==> config.mk <==
export PLATFORM = sky130hd
export DESIGN_NAME = pwm_multi_gen
export DESIGN_NICKNAME = d
export VERILOG_FILES = /design/src/rtl/pwm_pkg.sv /design/src/rtl/pwm_timebase.sv /design/src/rtl/pwm_duty_regs.sv /design/src/rtl/pwm_pair_cmp.sv /design/src/rtl/pwm_multi_gen.sv
export SDC_FILE = /design/constraint.sdc
export NUM_CORES = 1
export LEC_CHECK = 0
export BUFFER_PORTS_ARGS = -buffer_cell sky130_fd_sc_hd__buf_2
export CAP_MARGIN = 20
export CORE_UTILIZATION = 57
export CTS_CLUSTER_DIAMETER = 50
export CTS_CLUSTER_SIZE = 16
export DETAILED_ROUTE_END_ITERATION = 10
export GPL_ROUTABILITY_DRIVEN = 0
export MAX_ROUTING_LAYER = met4
export PLACE_DENSITY = 0.77
export SLEW_MARGIN = 20
export SYNTH_ARGS = -nofsm -noshare
export SYNTH_HDL_FRONTEND = slang
export SYNTH_HIERARCHICAL = 1
export SYNTH_SLANG_ARGS = --single-unit
==> constraint.sdc <==
create_clock -name clk -period 3.6 [get_ports clk]
set_clock_uncertainty 0.15 [all_clocks]
set_input_delay 0.36 -clock clk [delete_from_list [all_inputs] [get_ports clk]]
set_output_delay 0.36 -clock clk [all_outputs]
set_load 0.005 [all_outputs]
==> src/rtl/pwm_pkg.sv <==
package pwm_pkg;
  typedef enum logic [1:0] {
    MODE_BYTE = 2'd0,
    MODE_WIDE = 2'd1,
    MODE_DIV  = 2'd2,
    MODE_RSVD = 2'd3
  } pwm_mode_t;
endpackage

==> src/rtl/pwm_timebase.sv <==
module pwm_timebase
  import pwm_pkg::*;
#(
  parameter int DW = 8
) (
  input  logic            clk,
  input  logic            rst_n,
  input  pwm_mode_t       mode,
  output logic [2*DW-1:0] cnt,
  output logic            wrap
);
  localparam int CW = 2 * DW;
  localparam logic [CW-1:0] LAST_BYTE = CW'((1 << DW) - 2);
  localparam logic [CW-1:0] LAST_WIDE = CW'((1 << CW) - 2);
  localparam logic [CW-1:0] LAST_DIV  = CW'((1 << DW) - 1);

  logic [CW-1:0] cnt_q, cnt_d, last;
  logic          cnt_en;

  always_comb begin
    unique case (mode)
      MODE_WIDE: last = LAST_WIDE;
      MODE_DIV:  last = LAST_DIV;
      default:   last = LAST_BYTE;
    endcase
    cnt_en = 1'b1;
    wrap   = (cnt_q == last);
    cnt_d  = wrap ? '0 : cnt_q + 1'b1;
  end

  always_ff @(posedge clk or negedge rst_n) begin
    if (!rst_n)      cnt_q <= '0;
    else if (cnt_en) cnt_q <= cnt_d;
  end

  assign cnt = cnt_q;

  // a new period always starts from zero
  p_restart_r6: assert property (@(posedge clk) disable iff (!rst_n)
    wrap |=> (cnt_q == '0));
  // inside a period the count advances by one per cycle
  p_step_r3: assert property (@(posedge clk) disable iff (!rst_n)
    !wrap |=> (cnt_q == $past(cnt_q) + 1'b1));
endmodule

==> src/rtl/pwm_duty_regs.sv <==
module pwm_duty_regs
  import pwm_pkg::*;
#(
  parameter int NCH = 6,
  parameter int DW  = 8,
  parameter int AW  = 3
) (
  input  logic                     clk,
  input  logic                     rst_n,
  input  logic                     we,
  input  logic [AW-1:0]            addr,
  input  logic [DW-1:0]            wdata,
  output logic [DW-1:0]            rdata,
  input  logic                     wrap,
  input  pwm_mode_t                mode_in,
  output logic [NCH-1:0][DW-1:0]   act_duty,
  output pwm_mode_t                act_mode
);
  logic [NCH-1:0][DW-1:0] reg_q, reg_d, act_q, act_d;
  pwm_mode_t              mode_q, mode_d;
  logic                   hit;

  always_comb begin
    reg_d = reg_q;
    hit   = 1'b0;
    rdata = '0;
    for (int i = 0; i < NCH; i++) begin
      if (addr == AW'(i)) begin
        hit   = 1'b1;
        rdata = reg_q[i];
        if (we) reg_d[i] = wdata;
      end
    end
    act_d  = act_q;
    mode_d = mode_q;
    if (wrap) begin
      act_d  = reg_q;
      mode_d = mode_in;
    end
  end

  always_ff @(posedge clk or negedge rst_n) begin
    if (!rst_n) begin
      reg_q  <= '0;
      act_q  <= '0;
      mode_q <= MODE_BYTE;
    end else begin
      reg_q  <= reg_d;
      act_q  <= act_d;
      mode_q <= mode_d;
    end
  end

  assign act_duty = act_q;
  assign act_mode = mode_q;

  // stray addresses leave the register set alone
  p_stray_write_r2: assert property (@(posedge clk) disable iff (!rst_n)
    (we && !hit) |=> (reg_q == $past(reg_q)));
  // shadow duty and mode frozen between period boundaries
  p_shadow_hold_r6: assert property (@(posedge clk) disable iff (!rst_n)
    !wrap |=> (act_q == $past(act_q)) && (mode_q == $past(mode_q)));
  // boundary copies the bus-visible values
  p_shadow_load_r6: assert property (@(posedge clk) disable iff (!rst_n)
    wrap |=> (act_q == $past(reg_q)));
endmodule

==> src/rtl/pwm_pair_cmp.sv <==
module pwm_pair_cmp
  import pwm_pkg::*;
#(
  parameter int DW = 8
) (
  input  logic            clk,
  input  logic            rst_n,
  input  pwm_mode_t       mode,
  input  logic [2*DW-1:0] cnt,
  input  logic [DW-1:0]   lo,
  input  logic [DW-1:0]   hi,
  output logic            out_lo,
  output logic            out_hi
);
  localparam int H = DW / 2;

  logic [1:0][DW-1:0] lane;
  logic [H-1:0]       idx, tick, rev;
  logic [1:0]         extra, div_hi;

  always_comb begin
    lane = {hi, lo};
    idx  = cnt[DW-1:H];
    tick = cnt[H-1:0];
    for (int b = 0; b < H; b++) rev[b] = idx[H-1-b];
    for (int l = 0; l < 2; l++) begin
      extra[l]  = (lane[l][H-1:0] > rev);
      div_hi[l] = ({1'b0, tick} < ({1'b0, lane[l][DW-1:H]} + {{H{1'b0}}, extra[l]}));
    end
    unique case (mode)
      MODE_WIDE: begin
        out_lo = (cnt < {hi, lo});
        out_hi = 1'b0;
      end
      MODE_DIV: begin
        out_lo = div_hi[0];
        out_hi = div_hi[1];
      end
      default: begin
        out_lo = (cnt < {{DW{1'b0}}, lo});
        out_hi = (cnt < {{DW{1'b0}}, hi});
      end
    endcase
  end

  // upper channel of a cascaded pair stays quiet
  p_odd_quiet_r5: assert property (@(posedge clk) disable iff (!rst_n)
    (mode == MODE_WIDE) |-> !out_hi);
  // full-scale byte duty never drops
  p_byte_full_r3: assert property (@(posedge clk) disable iff (!rst_n)
    ((mode == MODE_BYTE) && (lo == '1)) |-> out_lo);
  // zero division setting never rises
  p_div_zero_r7: assert property (@(posedge clk) disable iff (!rst_n)
    ((mode == MODE_DIV) && (lo == '0)) |-> !out_lo);
endmodule

==> src/rtl/pwm_multi_gen.sv <==
module pwm_multi_gen
  import pwm_pkg::*;
#(
  parameter int NCH = 6,
  parameter int DW  = 8,
  parameter int AW  = 3
) (
  input  logic           clk,
  input  logic           rst_n,
  input  logic           bus_we,
  input  logic [AW-1:0]  bus_addr,
  input  logic [DW-1:0]  bus_wdata,
  output logic [DW-1:0]  bus_rdata,
  input  logic [1:0]     mode_sel,
  output logic [NCH-1:0] pwm_out
);
  localparam int NPAIR = NCH / 2;

  logic                   rst_meta, rst_sync;
  logic [2*DW-1:0]        cnt;
  logic                   wrap;
  logic [NCH-1:0][DW-1:0] act_duty;
  pwm_mode_t              act_mode;

  always_ff @(posedge clk or negedge rst_n) begin
    if (!rst_n) begin
      rst_meta <= 1'b0;
      rst_sync <= 1'b0;
    end else begin
      rst_meta <= 1'b1;
      rst_sync <= rst_meta;
    end
  end

  pwm_timebase #(.DW(DW)) u_tb (
    .clk  (clk),
    .rst_n(rst_sync),
    .mode (act_mode),
    .cnt  (cnt),
    .wrap (wrap)
  );

  pwm_duty_regs #(.NCH(NCH), .DW(DW), .AW(AW)) u_regs (
    .clk     (clk),
    .rst_n   (rst_sync),
    .we      (bus_we),
    .addr    (bus_addr),
    .wdata   (bus_wdata),
    .rdata   (bus_rdata),
    .wrap    (wrap),
    .mode_in (pwm_mode_t'(mode_sel)),
    .act_duty(act_duty),
    .act_mode(act_mode)
  );

  for (genvar p = 0; p < NPAIR; p++) begin : g_pair
    pwm_pair_cmp #(.DW(DW)) u_cmp (
      .clk   (clk),
      .rst_n (rst_sync),
      .mode  (act_mode),
      .cnt   (cnt),
      .lo    (act_duty[2*p]),
      .hi    (act_duty[2*p+1]),
      .out_lo(pwm_out[2*p]),
      .out_hi(pwm_out[2*p+1])
    );
  end

  // outputs quiet in the first cycle after reset release
  p_reset_quiet_r1: assert property (@(posedge clk) disable iff (!rst_sync)
    $rose(rst_sync) |-> (pwm_out == '0));
endmodule

Yosys cells after proc, flatten, opt, wreduce, memory -nomap -nowiden
Index checks and enable logic that the tools add are counted.

operators by class
  equal/unequal tests = 8
  $add $sub $neg = 7
  muxes and demuxes = 14
  order comparisons = 21
  reductions and logical operators = 7

operator list
  cell                                                 count
  < comparator 16 x 8 -> 1 bit                         6
  < comparator 16 bit                                  3
  two-way mux 8 bit                                    6
  one-hot mux 16 bit (2 select lines)                  1
  adder 4 x 1 -> 5 bit                                 6
  < comparator 4 x 5 -> 1 bit                          6
  > comparator 4 bit                                   6
  adder 16 x 1 -> 16 bit, second input constant        1
  equality test 16 bit                                 1
  two-way mux 16 bit                                   1
  one-hot mux 1 bit (2 select lines)                   6
  AND reduction 2 bit                                  6
  equality test 3 x 2 -> 1 bit, second input constant  2
  equality test 3 bit, second input constant           2
  equality test 3 x 1 -> 1 bit, second input constant  1
  logical NOT 3 bit                                    1
  equality test 2 x 1 -> 1 bit, second input constant  1
  equality test 2 bit, second input constant           1

storage, ports and cells
  register bits = 116
  input port bits = 16
  output and inout bits = 14

Logic depth before layout (Yosys ltp)
  depth in word-level cells = 7
  gate-level depth with buffers = 16
  mapped depth without buffers = 16

Hierarchy
Netlist, hierarchy kept.

modules (own cells, without submodules)
  module         instances  area each (um2)  cells each  seq. area each (um2)
  pwm_duty_regs  1          4,111.4          258         2,452.4
  pwm_pair_cmp   3          1,087.3          131         0.0
  pwm_timebase   1          825.8            80          400.4
  pwm_multi_gen  1          53.8             3           50.0

Least setup slack after synthesis
Ideal clock, no wire load.

  path kind = reg-to-output
  start point = register u_tb.cnt_q[6] (netlist: u_tb/cnt[6])
  end point = output pwm_out[0]
  stages on the path, launching flop included = 17
  buffers on the path = 0
  setup slack = 359 ps
  data arrival time = 2,731 ps
  cells stage by stage = dfrtp_1 -> inv_1 -> ha_1 -> nor2b_1 -> o21ai_0 -> nand2b_1 -> a21oi_1 -> a41oi_1 -> ha_1 -> ha_1 -> xnor2_1 -> ha_1 -> o21ai_0 -> a21oi_1 -> nor3_1 -> a311oi_1 -> o221ai_1

between the ends
  cells in the longest elaborated chain, start to end = 4
  elaborated cells on any way between the ends = 6
  classes of those cells = 1 x add/sub; 4 x order compare; 1 x mux

ends and longest elaborated chain
  element                                 line                 text
  start, declared                         pwm_timebase.sv:17   logic [CW-1:0] cnt_q, cnt_d, last;
  start signal, assigned                  pwm_timebase.sv:33   else if (cnt_en) cnt_q <= cnt_d;
  > comparator 4 bit                      pwm_pair_cmp.sv:27   extra[l] = (lane[l][H-1:0] > rev);
  adder 4 x 1 -> 5 bit                    pwm_pair_cmp.sv:28   div_hi[l] = ({1'b0, tick} < ({1'b0, lane[l][DW-1:H]} + {{H{1'b0}}, extra[l]}));
  < comparator 4 x 5 -> 1 bit             pwm_pair_cmp.sv:28
  one-hot mux 1 bit (2 select lines) (*)  pwm_pair_cmp.sv:30   unique case (mode)
  end, declared                           pwm_multi_gen.sv:15  output logic [NCH-1:0] pwm_out

Every way passes the cells marked *; elsewhere a longest branch is shown, timed or not.

Worst setup path in the final report
  start point = register u_tb.cnt_q[6] (netlist: u_tb/cnt[6])
  end point = output pwm_out[3]

The elaborated chain is that of the path after synthesis.

==> impl_metrics.toml <==
[global_route]
antenna_found_initial = 0
vias_in_the_first_global_route = 6514
global_route.overflow_total = 0
grt_start_max_net_pins = 79
grt_first_pass_wirelength_mm = 34.31
grt_util_all_layers_pct = 31.49

[power]
power.density_cell_area_nw_per_um2 = 354.2
power_total_mw = 3.453
worst_ir_drop_vdd_uv = 357.5
leakage_nw = 4.285

[drt]
antenna_violating_nets_post_route = 0
drc = 0
detail_route.iter0.violations = 493
detail_route.vias_per_cell = 6.513
totalWireLength_mm = 22.31
detailroute.via_count = 6467
drt_first_pass_iters = 5
detail_route.wl_per_cell_um = 22.47

[cts]
cts.root.buffer_cell = "sky130_fd_sc_hd__clkbuf_16"
number_of_clock_sinks_seen_by_cts = 116
ctsLongestPathBuffers = 2
clock_latency_late_sink_ns = 0.42
clock_tree_from_tritoncts = "yes"
cts-buffers-inserted = 17
clkTransAtPathRegs_ns = 0.06
cts_htree_levels = 4

[synthesis]
yosys_warnings = 6
synth_top_area_cell = "sky130_fd_sc_hd__dfrtp_1"
postSynthNetCount = 877
mappedNetlistArea_um2 = 8253
netlist-cell-type-count = 47
syn_avg_cell_area_um2 = 11.24
ys_seq_elements = 116
synth_top_area_share_pct = 35.17
share_of_synthesized_area_occupied_by_flip_flops_and_latches_pct = 35.17
post_synthesis_instance_total = 734
post_synth_main_area_contributors = "sky130_fd_sc_hd__dfrtp_1, sky130_fd_sc_hd__ha_1, sky130_fd_sc_hd__mux2_2"

[final_layout]
num-fill-cells = 948
layout.area.seq_um2 = 2912
nNetsFinal = 943
final_layout_size_suffix_gt1_share_pct = 34.32
fin_area_um2 = 9749
multi_input_comb_area_um2 = 5343
syn2layout_area_growth_pct = 18.13
num_antenna_cells = 0

[timing]
timing.final.crit_share_pct = 110.4
timing.final.max_slew_violations = 0
finalCriticalPeriod_ns = 3.976
slew_headroom_pct = 36.08
setup_viol = 6
clock.fmax_ghz = 0.2515
unrepaired_setup_endpoints_after_global_routing = "yes"
post-route-worst-setup-slack_ns = -0.3756
timing.final.hold_violations = 0
tightest_slew_ns = 0.9588

[setup_path]
critical-path-slowest-cell = "sky130_fd_sc_hd__dfrtp_2"
required_ns = 3.09
timing.critical_path.fanout_max = 5
timing.critical_path.to_type = "primary output"
ff2ff_path_depth = 6
cp.buffers_inverters = 3
crit_path_frequent_cell = "sky130_fd_sc_hd__ha_1"
cp_data_arrival_time_ns = 3.47
timing_worst_setup_path_type = "reg2out"
path_depth = 16
cell_family_with_most_cp_delay = "adder cells"
worstSetupStartpointType = "flip-flop"
critical_path.cell_chain = "inv_2 -> ha_1 -> nor2b_1 -> o21ai_1 -> nand2b_1 -> a21oi_1 -> a41oi_1 -> ha_2 -> ha_1 -> inv_1 -> ha_1 -> a21o_1 -> a211oi_2 -> a311oi_1 -> o21ai_1 -> buf_2"
cp_slowest_stage_delay_ns = 0.44

[floorplan]
dieArea_um2 = 14960
core_um2 = 13990
boundaryPins = 30
starting_density_of_the_core_pct = 59.00
chipHeight_um = 122.3
num_rows = 43
die_width_um = 122.3

[worst_hold_path]
hold_path_class = "in2reg"
hold-path-cell-count = 2

[placement]
detailedPlacementHpwl_mm = 15.20
dpl_cell_area_um2 = 8637
port_buffers = 29

[job]
timing.max_cap.violations = 0

[status]
failed_checks = "setup timing"
status = "finished with violations"
-- layout make-up --
cell class	instances	share of cell area [%]
clock buffer	20	4.684
clock inverter	12	1.078
inverter	69	2.682
multi-input combinational	531	54.80
sequential	116	29.86
tap	180	2.310
timing repair buffer	65	4.582
-- layer usage --
metal	global-route usage, %	vias to the layer above	share of wire (%)
met1	39.07	3243	42
met3	5.483	69	6.2
met2	51.54	312	49
li1	-	2843	-
met4	11.43	0	3.0
met5	-	-	0
-- worst register-to-register path: stages, from the launching register on --
cell and delay (ns):
sky130_fd_sc_hd__dfrtp_2 0.51, sky130_fd_sc_hd__buf_4 0.22, sky130_fd_sc_hd__and4_1 0.40, sky130_fd_sc_hd__nand4_1 0.23
sky130_fd_sc_hd__a211oi_4 0.33, sky130_fd_sc_hd__buf_12 0.35, sky130_fd_sc_hd__mux2_2 0.43
-- logic make-up (layout without fill, tap and decap cells) --
| kind of cell | count (synthesis) | count (layout) | share of synthesized area [%] |
|---|---|---|---|
| fa+ha+maj | 127 | 127 | 19.25 |
| mux | 122 | 122 | 16.28 |
| other cells | 1 | 1 | 0.04544 |
| xor+xnor | 27 | 27 | 2.865 |
| buf+inv | 87 | 166 | 4.533 |
| flops | 116 | 116 | 35.17 |
| simple gates | 135 | 135 | 10.02 |
| compound gates | 119 | 119 | 11.83 |
-- Yosys cell counts, drive strengths merged --
library cell	n
a2111oi	6
a211oi	7
a21o	9
a21oi	27
a221oi	8
a311oi	6
a41oi	6
and2	1
and3	2
and4	7
and4b	4
buf	15
clkbuf	3
conb	1
dfrtp	116
ha	127
inv	69
mux2	98
mux2i	24
nand2	9
nand2b	17
nand3	11
nand4	11
nand4b	2
nor2	40
nor2b	10
nor3	7
nor3b	6
nor4	5
nor4b	1
nor4bb	2
o2111ai	6
o211ai	3
o21a	8
o21ai	27
o221ai	6
xnor2	15
xor2	12
-- power breakdown --
part | total [mW] | switching, mW | internal, mW
sequential | 1.55 | 0.123 | 1.43
clock | 1.61 | 0.625 | 0.983
combinational | 0.296 | 0.138 | 0.158
total | 3.45 | 0.886 | 2.57
-- timing repair --
item                                    CTS  global route
setup buffers                             6            13
hold endpoints to repair                  2             0
gates resized for setup                  40            38
hold buffers                              1             0
pin swaps                                33            42
endpoints found under the setup margin    6             6
-- flip-flops by register name, summed over array words and instances (netlist names) --
name             count
u_tb/cnt            16
u_regs/act_duty     48
u_regs/act_mode      2
rst_meta             1
rst_sync             1
u_regs/reg_q        48
-- through the flow --
stage	hold slack (ns)	setup WS, ns	util, %	std cells	setup TNS [ns]
floorplan	-0.08559	0.3590	-	734	0
global placement	-0.004283	0.1448	61.74	940	0
detailed placement	-0.004052	-0.05497	61.74	940	-0.1384
CTS	0.01681	-0.3181	67.18	979	-1.592
global route	0.02944	-0.4602	69.70	993	-2.331
finish	0.02538	-0.3756	69.70	993	-1.648
-- cells in the final DEF, fill, tap and decap left out, types with 7 or more instances in the layout --
master                      count
sky130_fd_sc_hd__o21a_1         8
sky130_fd_sc_hd__o21ai_2        8
sky130_fd_sc_hd__buf_4         32
sky130_fd_sc_hd__ha_1         107
sky130_fd_sc_hd__a21oi_1       20
sky130_fd_sc_hd__ha_4          14
sky130_fd_sc_hd__mux2i_1       24
sky130_fd_sc_hd__inv_1         63
sky130_fd_sc_hd__buf_2         29
sky130_fd_sc_hd__and4_1         7
sky130_fd_sc_hd__nand3_1       11
sky130_fd_sc_hd__nand2_1        9
sky130_fd_sc_hd__a221oi_1       8
sky130_fd_sc_hd__xor2_1        12
sky130_fd_sc_hd__xnor2_1       13
sky130_fd_sc_hd__mux2_2        98
sky130_fd_sc_hd__a21oi_2        7
sky130_fd_sc_hd__clkbuf_16     17
sky130_fd_sc_hd__a21o_1         9
sky130_fd_sc_hd__o21ai_0        9
sky130_fd_sc_hd__o21ai_1       10
sky130_fd_sc_hd__nand2b_1      17
sky130_fd_sc_hd__nand4_1       11
sky130_fd_sc_hd__dfrtp_1      111
sky130_fd_sc_hd__nor2_1        40
-- final timing paths --
| kind | slack [ns] | endpoint | startpoint |
|---|---|---|---|
| max reg2reg | 0.87 | u_regs/act_duty[21] | u_tb/cnt[4] |
| min | 0.03 | u_regs/act_mode[1] | mode_sel[1] |
| max in group asynchronous | 2.50 | u_tb/cnt[7] | rst_sync |
| min reg2reg | 0.14 | u_regs/reg_q[28] | rst_sync |
| max | -0.38 | pwm_out[3] | u_tb/cnt[6] |
| min in group asynchronous | 0.11 | rst_sync | rst_n |
Power figures use the tool's default switching activity.
